### src/rtl/wsg_pkg.sv
package wsg_pkg;
    typedef enum logic [1:0] {
        ST_IDLE   = 2'd0,
        ST_DATA   = 2'd1,
        ST_COMMIT = 2'd2,
        ST_RESP   = 2'd3
    } wsg_state_e;

    localparam logic [1:0] RESP_OKAY   = 2'b00;
    localparam logic [1:0] RESP_SLVERR = 2'b10;

    localparam logic [1:0] BURST_FIXED = 2'b00;
    localparam logic [1:0] BURST_INCR  = 2'b01;
    localparam logic [1:0] BURST_WRAP  = 2'b10;
endpackage

### src/rtl/wsg_lane_check.sv
module wsg_lane_check #(
    parameter int BYTES  = 4,
    parameter int LANE_W = 2
) (
    input  logic [LANE_W-1:0] lo,
    input  logic [2:0]        size,
    input  logic [BYTES-1:0]  strb,
    output logic [BYTES-1:0]  allowed,
    output logic              violation
);
    logic [LANE_W:0] span;
    logic [LANE_W:0] base;

    always_comb begin
        allowed = '0;
        span    = '0;
        base    = '0;
        if (size <= 3'(LANE_W)) begin
            span = (LANE_W+1)'(1) << size;
            base = {1'b0, lo} & ~(span - 1'b1);
            for (int i = 0; i < BYTES; i++) begin
                allowed[i] = (i >= int'(lo)) && (i < int'(base + span));
            end
        end
        violation = |(strb & ~allowed);
    end
endmodule

### src/rtl/wsg_beat_buf.sv
module wsg_beat_buf #(
    parameter int DEPTH  = 16,
    parameter int PTR_W  = 4,
    parameter int WIDX_W = 4,
    parameter int DATA_W = 32,
    parameter int BYTES  = 4
) (
    input  logic              clk,
    input  logic              wr_en,
    input  logic [PTR_W-1:0]  wr_ptr,
    input  logic [WIDX_W-1:0] wr_widx,
    input  logic [DATA_W-1:0] wr_data,
    input  logic [BYTES-1:0]  wr_strb,
    input  logic [PTR_W-1:0]  rd_ptr,
    output logic [WIDX_W-1:0] rd_widx,
    output logic [DATA_W-1:0] rd_data,
    output logic [BYTES-1:0]  rd_strb
);
    logic [WIDX_W-1:0] widx_mem [DEPTH];
    logic [DATA_W-1:0] data_mem [DEPTH];
    logic [BYTES-1:0]  strb_mem [DEPTH];

    always_ff @(posedge clk) begin
        if (wr_en) begin
            widx_mem[wr_ptr] <= wr_widx;
            data_mem[wr_ptr] <= wr_data;
            strb_mem[wr_ptr] <= wr_strb;
        end
    end

    assign rd_widx = widx_mem[rd_ptr];
    assign rd_data = data_mem[rd_ptr];
    assign rd_strb = strb_mem[rd_ptr];
endmodule

### src/rtl/wsg_byte_mem.sv
module wsg_byte_mem #(
    parameter int WORDS  = 16,
    parameter int WIDX_W = 4,
    parameter int DATA_W = 32,
    parameter int BYTES  = 4
) (
    input  logic              clk,
    input  logic              rst_n,
    input  logic              we,
    input  logic [WIDX_W-1:0] widx,
    input  logic [DATA_W-1:0] wdata,
    input  logic [BYTES-1:0]  wstrb,
    input  logic [WIDX_W-1:0] rd_idx,
    output logic [DATA_W-1:0] rd_data
);
    logic [DATA_W-1:0] mem_q [WORDS];

    always_ff @(posedge clk or negedge rst_n) begin
        if (!rst_n) begin
            for (int w = 0; w < WORDS; w++) begin
                mem_q[w] <= '0;
            end
        end else if (we) begin
            for (int b = 0; b < BYTES; b++) begin
                if (wstrb[b]) begin
                    mem_q[widx][8*b +: 8] <= wdata[8*b +: 8];
                end
            end
        end
    end

    assign rd_data = mem_q[rd_idx];
endmodule

### src/rtl/wstrb_guard_slave.sv
module wstrb_guard_slave
    import wsg_pkg::*;
#(
    parameter int DATA_W    = 32,
    parameter int MEM_WORDS = 16,
    parameter int MAX_BEATS = 16,
    parameter int ID_W      = 4,
    parameter int CNT_W     = 8,
    localparam int BYTES    = DATA_W / 8,
    localparam int LANE_W   = $clog2(BYTES),
    localparam int WIDX_W   = $clog2(MEM_WORDS),
    localparam int ADDR_W   = WIDX_W + LANE_W,
    localparam int LEN_W    = $clog2(MAX_BEATS)
) (
    input  logic              clk,
    input  logic              rst_n,
    input  logic              policy_partial,
    input  logic              dbg_clear,
    input  logic              aw_valid,
    output logic              aw_ready,
    input  logic [ID_W-1:0]   aw_id,
    input  logic [ADDR_W-1:0] aw_addr,
    input  logic [LEN_W-1:0]  aw_len,
    input  logic [2:0]        aw_size,
    input  logic [1:0]        aw_burst,
    input  logic              w_valid,
    output logic              w_ready,
    input  logic [DATA_W-1:0] w_data,
    input  logic [BYTES-1:0]  w_strb,
    input  logic              w_last,
    output logic              b_valid,
    input  logic              b_ready,
    output logic [ID_W-1:0]   b_id,
    output logic [1:0]        b_resp,
    input  logic [WIDX_W-1:0] mem_rd_idx,
    output logic [DATA_W-1:0] mem_rd_data,
    output logic              dbg_valid,
    output logic [ID_W-1:0]   dbg_id,
    output logic [ADDR_W-1:0] dbg_addr,
    output logic [BYTES-1:0]  dbg_strb,
    output logic [CNT_W-1:0]  err_count
);
    typedef struct packed {
        wsg_state_e        st;
        logic [ID_W-1:0]   id;
        logic [ADDR_W-1:0] addr;
        logic [2:0]        size;
        logic [1:0]        burst;
        logic [LEN_W-1:0]  len;
        logic              partial;
        logic              err;
        logic [LEN_W-1:0]  beats;
        logic [LEN_W-1:0]  cptr;
        logic              dbg_vld;
        logic [ID_W-1:0]   dbg_id;
        logic [ADDR_W-1:0] dbg_addr;
        logic [BYTES-1:0]  dbg_strb;
        logic [CNT_W-1:0]  ecnt;
    } regs_t;

    localparam regs_t REGS_RESET = '{
        st: ST_IDLE, id: '0, addr: '0, size: '0, burst: '0, len: '0,
        partial: 1'b0, err: 1'b0, beats: '0, cptr: '0, dbg_vld: 1'b0,
        dbg_id: '0, dbg_addr: '0, dbg_strb: '0, ecnt: '0
    };

    regs_t r_q, r_d;

    // Lane legality of the live beat
    logic [BYTES-1:0] lanes_ok;
    logic             beat_bad;

    wsg_lane_check #(.BYTES(BYTES), .LANE_W(LANE_W)) u_lane (
        .lo        (r_q.addr[LANE_W-1:0]),
        .size      (r_q.size),
        .strb      (w_strb),
        .allowed   (lanes_ok),
        .violation (beat_bad)
    );

    // Beat address sequencing
    logic [ADDR_W:0]   step, wrap_span, wrap_msk;
    logic [ADDR_W-1:0] aligned, incr_addr, next_addr;

    always_comb begin
        step      = (ADDR_W+1)'(1) << r_q.size;
        aligned   = r_q.addr & ~ADDR_W'(step - 1'b1);
        incr_addr = aligned + ADDR_W'(step);
        wrap_span = ((ADDR_W+1)'(r_q.len) + 1'b1) << r_q.size;
        wrap_msk  = wrap_span - 1'b1;
        case (r_q.burst)
            BURST_FIXED: next_addr = r_q.addr;
            BURST_WRAP:  next_addr = (r_q.addr & ~ADDR_W'(wrap_msk)) |
                                     (incr_addr & ADDR_W'(wrap_msk));
            default:     next_addr = incr_addr;
        endcase
    end

    // Burst buffer for all-or-nothing mode
    logic              buf_we;
    logic [WIDX_W-1:0] buf_widx;
    logic [DATA_W-1:0] buf_data;
    logic [BYTES-1:0]  buf_strb;

    wsg_beat_buf #(
        .DEPTH(MAX_BEATS), .PTR_W(LEN_W), .WIDX_W(WIDX_W),
        .DATA_W(DATA_W), .BYTES(BYTES)
    ) u_buf (
        .clk     (clk),
        .wr_en   (buf_we),
        .wr_ptr  (r_q.beats),
        .wr_widx (r_q.addr[ADDR_W-1:LANE_W]),
        .wr_data (w_data),
        .wr_strb (w_strb),
        .rd_ptr  (r_q.cptr),
        .rd_widx (buf_widx),
        .rd_data (buf_data),
        .rd_strb (buf_strb)
    );

    // Array write port
    logic              mem_we;
    logic [WIDX_W-1:0] mem_widx;
    logic [DATA_W-1:0] mem_wdata;
    logic [BYTES-1:0]  mem_wstrb;

    wsg_byte_mem #(
        .WORDS(MEM_WORDS), .WIDX_W(WIDX_W), .DATA_W(DATA_W), .BYTES(BYTES)
    ) u_mem (
        .clk     (clk),
        .rst_n   (rst_n),
        .we      (mem_we),
        .widx    (mem_widx),
        .wdata   (mem_wdata),
        .wstrb   (mem_wstrb),
        .rd_idx  (mem_rd_idx),
        .rd_data (mem_rd_data)
    );

    logic err_now;

    always_comb begin
        r_d       = r_q;
        buf_we    = 1'b0;
        mem_we    = 1'b0;
        mem_widx  = r_q.addr[ADDR_W-1:LANE_W];
        mem_wdata = w_data;
        mem_wstrb = w_strb;
        err_now   = r_q.err;

        if (dbg_clear) begin
            r_d.dbg_vld = 1'b0;
        end

        case (r_q.st)
            ST_IDLE: begin
                if (aw_valid) begin
                    r_d.st      = ST_DATA;
                    r_d.id      = aw_id;
                    r_d.addr    = aw_addr;
                    r_d.size    = aw_size;
                    r_d.burst   = aw_burst;
                    r_d.len     = aw_len;
                    r_d.partial = policy_partial;
                    r_d.err     = 1'b0;
                    r_d.beats   = '0;
                end
            end
            ST_DATA: begin
                if (w_valid) begin
                    err_now = r_q.err | beat_bad;
                    r_d.err = err_now;
                    if (beat_bad && !r_d.dbg_vld) begin
                        r_d.dbg_vld  = 1'b1;
                        r_d.dbg_id   = r_q.id;
                        r_d.dbg_addr = r_q.addr;
                        r_d.dbg_strb = w_strb;
                    end
                    if (r_q.partial) begin
                        mem_we = !beat_bad;
                    end else begin
                        buf_we = 1'b1;
                    end
                    r_d.addr = next_addr;
                    if (w_last) begin
                        if (err_now && (r_q.ecnt != '1)) begin
                            r_d.ecnt = r_q.ecnt + 1'b1;
                        end
                        if (!r_q.partial && !err_now) begin
                            r_d.st   = ST_COMMIT;
                            r_d.cptr = '0;
                        end else begin
                            r_d.st = ST_RESP;
                        end
                    end else begin
                        r_d.beats = r_q.beats + 1'b1;
                    end
                end
            end
            ST_COMMIT: begin
                mem_we    = 1'b1;
                mem_widx  = buf_widx;
                mem_wdata = buf_data;
                mem_wstrb = buf_strb;
                r_d.cptr  = r_q.cptr + 1'b1;
                if (r_q.cptr == r_q.beats) begin
                    r_d.st = ST_RESP;
                end
            end
            ST_RESP: begin
                if (b_ready) begin
                    r_d.st = ST_IDLE;
                end
            end
            default: r_d.st = ST_IDLE;
        endcase
    end

    always_ff @(posedge clk or negedge rst_n) begin
        if (!rst_n) begin
            r_q <= REGS_RESET;
        end else begin
            r_q <= r_d;
        end
    end

    assign aw_ready  = (r_q.st == ST_IDLE);
    assign w_ready   = (r_q.st == ST_DATA);
    assign b_valid   = (r_q.st == ST_RESP);
    assign b_resp    = r_q.err ? RESP_SLVERR : RESP_OKAY;
    assign b_id      = r_q.id;
    assign dbg_valid = r_q.dbg_vld;
    assign dbg_id    = r_q.dbg_id;
    assign dbg_addr  = r_q.dbg_addr;
    assign dbg_strb  = r_q.dbg_strb;
    assign err_count = r_q.ecnt;
endmodule

### config.mk
export PLATFORM = sky130hd
export DESIGN_NAME = wstrb_guard_slave
export DESIGN_NICKNAME = d
export VERILOG_FILES = /design/src/rtl/wsg_pkg.sv /design/src/rtl/wsg_lane_check.sv /design/src/rtl/wsg_beat_buf.sv /design/src/rtl/wsg_byte_mem.sv /design/src/rtl/wstrb_guard_slave.sv
export SDC_FILE = /design/constraint.sdc
export NUM_CORES = 1
export LEC_CHECK = 0
export CAP_MARGIN = 20
export CORE_MARGIN = 2
export CORE_UTILIZATION = 69
export CTS_BUF_LIST = sky130_fd_sc_hd__clkbuf_8
export DETAILED_ROUTE_END_ITERATION = 12
export PLACE_DENSITY = 0.95
export SYNTH_ARGS = -nofsm -noshare
export SYNTH_HDL_FRONTEND = slang
export SYNTH_SLANG_ARGS = --single-unit
### constraint.sdc
create_clock -name clk -period 11 [get_ports clk]
set_input_delay 1.65 -clock clk [delete_from_list [all_inputs] [get_ports clk]]
set_output_delay 1.65 -clock clk [all_outputs]
set_load 0.02 [all_outputs]
# [Word-level counts from Yosys, hierarchy flattened]
# Memory sizes are Yosys's and may differ from the RTL's.
# Index checks and enable logic that the tools add are counted.
[classes] add_sub_neg=9 magnitude_cmp=11 n_eq_ne=14 shift=3 muxes=56 bitwise_logic=13 n_reduce_logical=24
[op_table] cell="512-bit 2-to-1 mux" n=7
[op_table] cell="512-bit bitwise mux" n=4
[op_table] cell="32-bit demux with 4-bit select" n=4
[op_table] cell="32-bit 2-to-1 mux" n=5
[op_table] cell="32-bit binary-select mux with 4-bit select" n=1
[op_table] cell="3-bit by 32-bit < comparator with 1-bit output (first input constant)" n=2
[op_table] cell="1-bit by 32-bit < comparator with 1-bit output (first input constant)" n=1
[op_table] cell="2-bit by 32-bit < comparator with 1-bit output (first input constant)" n=1
[op_table] cell="27-bit 2-to-1 mux" n=1
[op_table] cell="24-bit 2-to-1 mux" n=1
[op_table] cell="4-bit 2-to-1 mux" n=6
[op_table] cell="8-bit 2-to-1 mux" n=3
[op_table] cell="6-bit one-hot mux with 2 select lines" n=2
[op_table] cell="23-bit 2-to-1 mux" n=1
[op_table] cell="6-bit AND" n=3
[op_table] cell="16-bit 2-to-1 mux" n=1
[op_table] cell="4-bit AND reduction" n=4
[op_table] cell="15-bit 2-to-1 mux" n=1
[op_table] cell="6-bit NOT" n=2
[op_table] cell="6-bit by 1-bit subtractor with 6-bit output (second input constant)" n=2
[op_table] cell="5-bit >= comparator (second input constant)" n=2
[op_table] cell="2-bit 2-to-1 mux" n=5
[op_table] cell="2-bit != test (second input constant)" n=5
[op_table] cell="4-bit NOT with 5-bit output" n=2
[op_table] cell="other kinds (38)" n=64
[word_totals] regBits=566 ramBits=640 input_bits=67 out_inout_bits=64 memories=3
[memory_table] memory="u_buf.data_mem" depth=16 width=32 read_ports=1 rd_ports_with_merged_regs=0 write_ports=1 line_no="wsg_beat_buf.sv:20" source="logic [DATA_W-1:0] data_mem [DEPTH];"
[memory_table] memory="u_buf.strb_mem" depth=16 width=4 read_ports=1 rd_ports_with_merged_regs=0 write_ports=1 line_no="wsg_beat_buf.sv:21" source="logic [BYTES-1:0] strb_mem [DEPTH];"
[memory_table] memory="u_buf.widx_mem" depth=16 width=4 read_ports=1 rd_ports_with_merged_regs=0 write_ports=1 line_no="wsg_beat_buf.sv:19" source="logic [WIDX_W-1:0] widx_mem [DEPTH];"

# [Logic depth before layout (Yosys ltp)]
[logic_depth] depth_word=24 depth_mapped=16 ltp_nobuf=11

# [By module]
# From an unflattened synthesis, not the netlist that was laid out.
[unflattened] hier_cells=2866 hier_area_um2=52041.2
[modules_own_cells] mod="wsg_beat_buf" n_inst=1 cells_each=1000 area_per_inst_um2=24330.8 seq_area_each_um2=19218.4
[modules_own_cells] mod="wsg_byte_mem" n_inst=1 cells_each=1435 area_per_inst_um2=23560.1 seq_area_each_um2=12812.3
[modules_own_cells] mod="wstrb_guard_slave" n_inst=1 cells_each=392 area_per_inst_um2=3872.5 seq_area_each_um2=1351.3
[modules_own_cells] mod="wsg_lane_check" n_inst=1 cells_each=39 area_per_inst_um2=277.8 seq_area_each_um2=0.0

# [Worst setup path before layout]
# No wires, ideal clock.
[synth_path] path_type="input to register" start="input w_valid" end="memory u_buf.data_mem[3][0], enable pin" setup_time_ns=0.487 t_arrival_ns=4.966 required_time_ns=10.513 setup_slack_ns=5.547 cell_stages=4 path_cell_list="nand2_1 > nor2_1 > nand2_1 > nor3_1"
[synth_via] elab_chain_len=4
[synth_lines] element="from (decl)" line_no="wstrb_guard_slave.sv:26" source="input logic w_valid,"
[synth_lines] element="1-bit 2-to-1 mux" line_no="wstrb_guard_slave.sv:170" source="if (w_valid) begin"
[synth_lines] element="1-bit 2-to-1 mux" line_no="wstrb_guard_slave.sv:155" source="case (r_q.st)"
[synth_lines] element="1-bit 2-to-1 mux" line_no="wsg_beat_buf.sv:24" source="if (wr_en) begin"
[synth_lines] element="1-bit 2-to-1 mux (not written as such)" line_no="wsg_beat_buf.sv:26" source="data_mem[wr_ptr] <= wr_data;"
[synth_lines] element="to (decl)" line_no="wsg_beat_buf.sv:20"
# No other way between the ends.

# [Final worst setup path]
[layout_path] start="input mem_rd_idx[1]" end="output mem_rd_data[26]"
[layout_via] elab_chain_len=4
[layout_lines] element="from (decl)" line_no="wstrb_guard_slave.sv:35" source="input logic [WIDX_W-1:0] mem_rd_idx,"
[layout_lines] element="4-bit NOT with 5-bit output (not written as such)" line_no="wsg_byte_mem.sv:32" source="assign rd_data = mem_q[rd_idx];"
[layout_lines] element="32-bit binary-select mux with 4-bit select" line_no="wsg_byte_mem.sv:32"
[layout_lines] element="32-bit 2-to-1 mux (not written as such) (2 in series)" line_no="wsg_byte_mem.sv:32"
[layout_lines] element="to (decl)" line_no="wstrb_guard_slave.sv:36" source="output logic [DATA_W-1:0] mem_rd_data,"
# No other way between the ends. The select of a mux whose other input is x is not followed.

==> run metrics <==
detailed-route DRC error count=0; final critical-path share of the clock period=between 50% and 60%; first-pass GRT wire length=196 mm; die outline height=278 um; area of the die=77,400 um^2; Setup Buffers After CTS=0; CTS Buffer Depth=3; layout cells sized above 1=42.6%; number of antenna violations at the first check in global routing=10; Period minus WS final=about 6.5 ns; half-perimeter wire length of the detailed placement result=69.7 mm; final worst hold slack=around 0.49 ns; final clock skew=0.0493 ns; max-slew violations=0; classification of the worst-slack hold path=reg -> reg; post_cts resized=0; flop2flop setup slack=around 5.2 ns; number of H-tree levels=4; Clock Pin Slew Worst Setup and Hold Paths=0.06 ns; endpoints failing setup=0; number of hold violations in the final report=0; Post-Syn Instances=around 2,700; Crit Path Class=in -> out; average wire per standard cell=32.4 um; count of nets after finishing=approximately 3,000; initial standard-cell utilization of the core=69.7%; area growth from synthesis to layout=11.3%; number of nets still failing antenna checks after routing=0; share of the synthesized netlist area taken by xor and xnor gates=0.321%; floorplan core area=74,400 um^2; result of the run=complete, no violations; count of vias placed by the detailed router=~29,000; CTS Hold Bufs=0; Least-Margin Pin Slew=1.14 ns; Warnings, synthesis=0; EDFF count, synth=640; Worst Slack Setup Final=4.49 ns; Clock Tree Root=clkbuf_8; post-synth design cell area=51,900 um^2; Setup Total Neg Slack=0 ns; insertion delay of the later-clocked pin in the worst-skew pair=between 0.8 and 0.9 ns; Worst Path Arrival=4.86 ns; Leakage Power=22.7 nW; setup repair after global routing missed its margin=false; slew margin rel.=between 20% and 30%; crit path launch type=primary input; clock tree from TritonCTS=built; top_reg_cell synth=edfxtp_1; main combinational cell family by area after synthesis=multiplexers; post-synthesis simple-gate area fraction=3.41%; share of cell area taken by muxes after synthesis=28.0%; number of maximum-capacitance constraint violations=0; worst path required time=9.35 ns; biggest fanout along the worst timing path=between 60 and 70; router iterations before antenna repair=6; number of DRC markers after the initial detailed-route iteration=3,751; number of distinct library cell variants in the gate-level netlist after synthesis=72; most frequent standard cell in the layout excluding fill and tap cells=edfxtp_1; num ports=131; input/output buffers=roughly 130; complex-gate fraction of the synthesized area=1.59%; number of register bits inferred by synthesis=1,206; syn_nets=2,814; commonest cells after routing, fill and taps aside=edfxtp_1, mux2_2, dfrtp_1; worst ir drop on vdd=approximately 0.20 mV; post-placement worst setup slack=about 4.6 ns; maximum clock frequency=153 MHz; pin count of the biggest net entering global routing=138; Synth async-reset ratio=46.9%; arithmetic-cell share of the synthesized area counting full adders, half adders and majority gates=0.376%; Detailed Route WL=131 mm; Power Dens Cells=251 nW/um^2; gpl congestion=0.856; via count of the first global-routing pass=30,800; most area-hungry cell type in the Yosys netlist=edfxtp_1; Filler Cell Count=3,433; Area contributors post-synth=edfxtp_1, dfrtp_1, mux4_2; total number of clock tree sinks=around 1,200; endpoint kind of the worst setup timing path=output port; TritonCTS buffer count=between 150 and 200; overall overflow remaining after global route=0; Horiz. Die Dim=278 um; area share of the leading cell type in the synthesized netlist=37.0%; post-synthesis area per instance=19.0 um^2; total routing resource utilization after global routing=between 30% and 40%; number of vias per cell=7.12; post-synthesis sequential area ratio=64.3%; count of standard-cell rows=100
-- worst max-delay path: stages --
cell and delay, ns:
buf_4 0.70, buf_4 0.85, mux4_2 0.44, mux4_2 0.48, clkdlybuf4s50_1 0.63
-- flip-flops by register name, indices dropped and copies added (netlist names), 4 cells and up, named ones only --
register,flops
u_mem.mem_q,512
u_buf.strb_mem,64
r_q,21
dbg_addr,6
dbg_id,4
u_buf.data_mem,512
u_buf.widx_mem,64
dbg_strb,4
b_id,4
err_count,8
-- Yosys cell counts (all sizes together) (3+ instances only) --
library cell	n
edfxtp	640
mux2	579
dfrtp	566
mux4	336
buf	102
clkbuf	84
nor3	72
mux2i	43
nand2	41
nor2	33
o21ai	24
a21oi	23
nand2b	19
a22oi	17
inv	16
ha	14
xor2	12
nand3	10
nor2b	8
xnor2	7
and3	6
or3	6
nand4	5
a21o	4
a32oi	4
and2	4
o31ai	4
a211o	3
a211oi	3
a221oi	3
a311o	3
a311oi	3
nand3b	3
-- power breakdown --
group | internal, mW | total (mW) | switching, mW | leakage (nW)
Sequential | 5.62 | 6.28 | 0.664 | 13.3
Clock | 1.99 | 3.79 | 1.80 | 2.15
Combinational | 2.13 | 4.43 | 2.30 | 7.22
-- metrics by stage --
| stage | total power [mW] | util (%) | cells | cell area, um^2 |
|---|---|---|---|---|
| after global placement | 10.2 | 72.3 | 3680 | 53800 |
| after CTS | 14.4 | 77.3 | 4017 | 57600 |
| after detailed placement | 10.6 | 72.3 | 3680 | 53800 |
| after floorplan | 9.41 | - | 2732 | 51900 |
| after global routing | 15.0 | 77.6 | 4029 | 57800 |
| final | 14.5 | 77.6 | 4031 | 57800 |
-- path summary, 6_finish.rpt --
path,cells past startpoint,start,endpoint
hold reg to reg,1,u_mem.mem_q[508]$_DFFE_PN0P_,u_mem.mem_q[508]$_DFFE_PN0P_
max in group asynchronous,5,rst_n,u_mem.mem_q[376]$_DFFE_PN0P_
setup reg to reg,8,r_q[24]$_DFFE_PN0P_,u_mem.mem_q[287]$_DFFE_PN0P_
min in group asynchronous,1,rst_n,u_mem.mem_q[322]$_DFFE_PN0P_
hold / removal,1,u_mem.mem_q[508]$_DFFE_PN0P_,u_mem.mem_q[508]$_DFFE_PN0P_
setup / recovery,5,mem_rd_idx[1],mem_rd_data[26]
-- per-layer routing --
metal  share of wire [%]  vias to the layer above  GRT usage, %
met3                 9.4                      441          7.39
li1                    -                    11200             -
met5               0.043                        -             0
met2                  52                     2031          57.6
met4                 4.6                        8          18.0
met1                  34                    15000          44.1
-- cells by family after synthesis --
logic type / Yosys count
AOI/OAI and AO/OA: 114
xor gates and xnor gates: 19
adders and majority gates: 15
buffers and inverters: 204
DFF: 1206
muxes: 958
other: 1
and+or+nand+nor: 215
-- area by class of cell --
cell class	instances	area (um^2)	area share, %
multi-input combinational	1322	17600	30.5
inverter	18	67.6	0.117
antenna	8	20.0	0.0347
timing repair buffer	171	1720	2.97
clock buffer	220	3030	5.24
clock inverter	117	721	1.25
sequential	1206	33400	57.8
tap	969	1210	2.10
(Power assumes the default switching activity.)
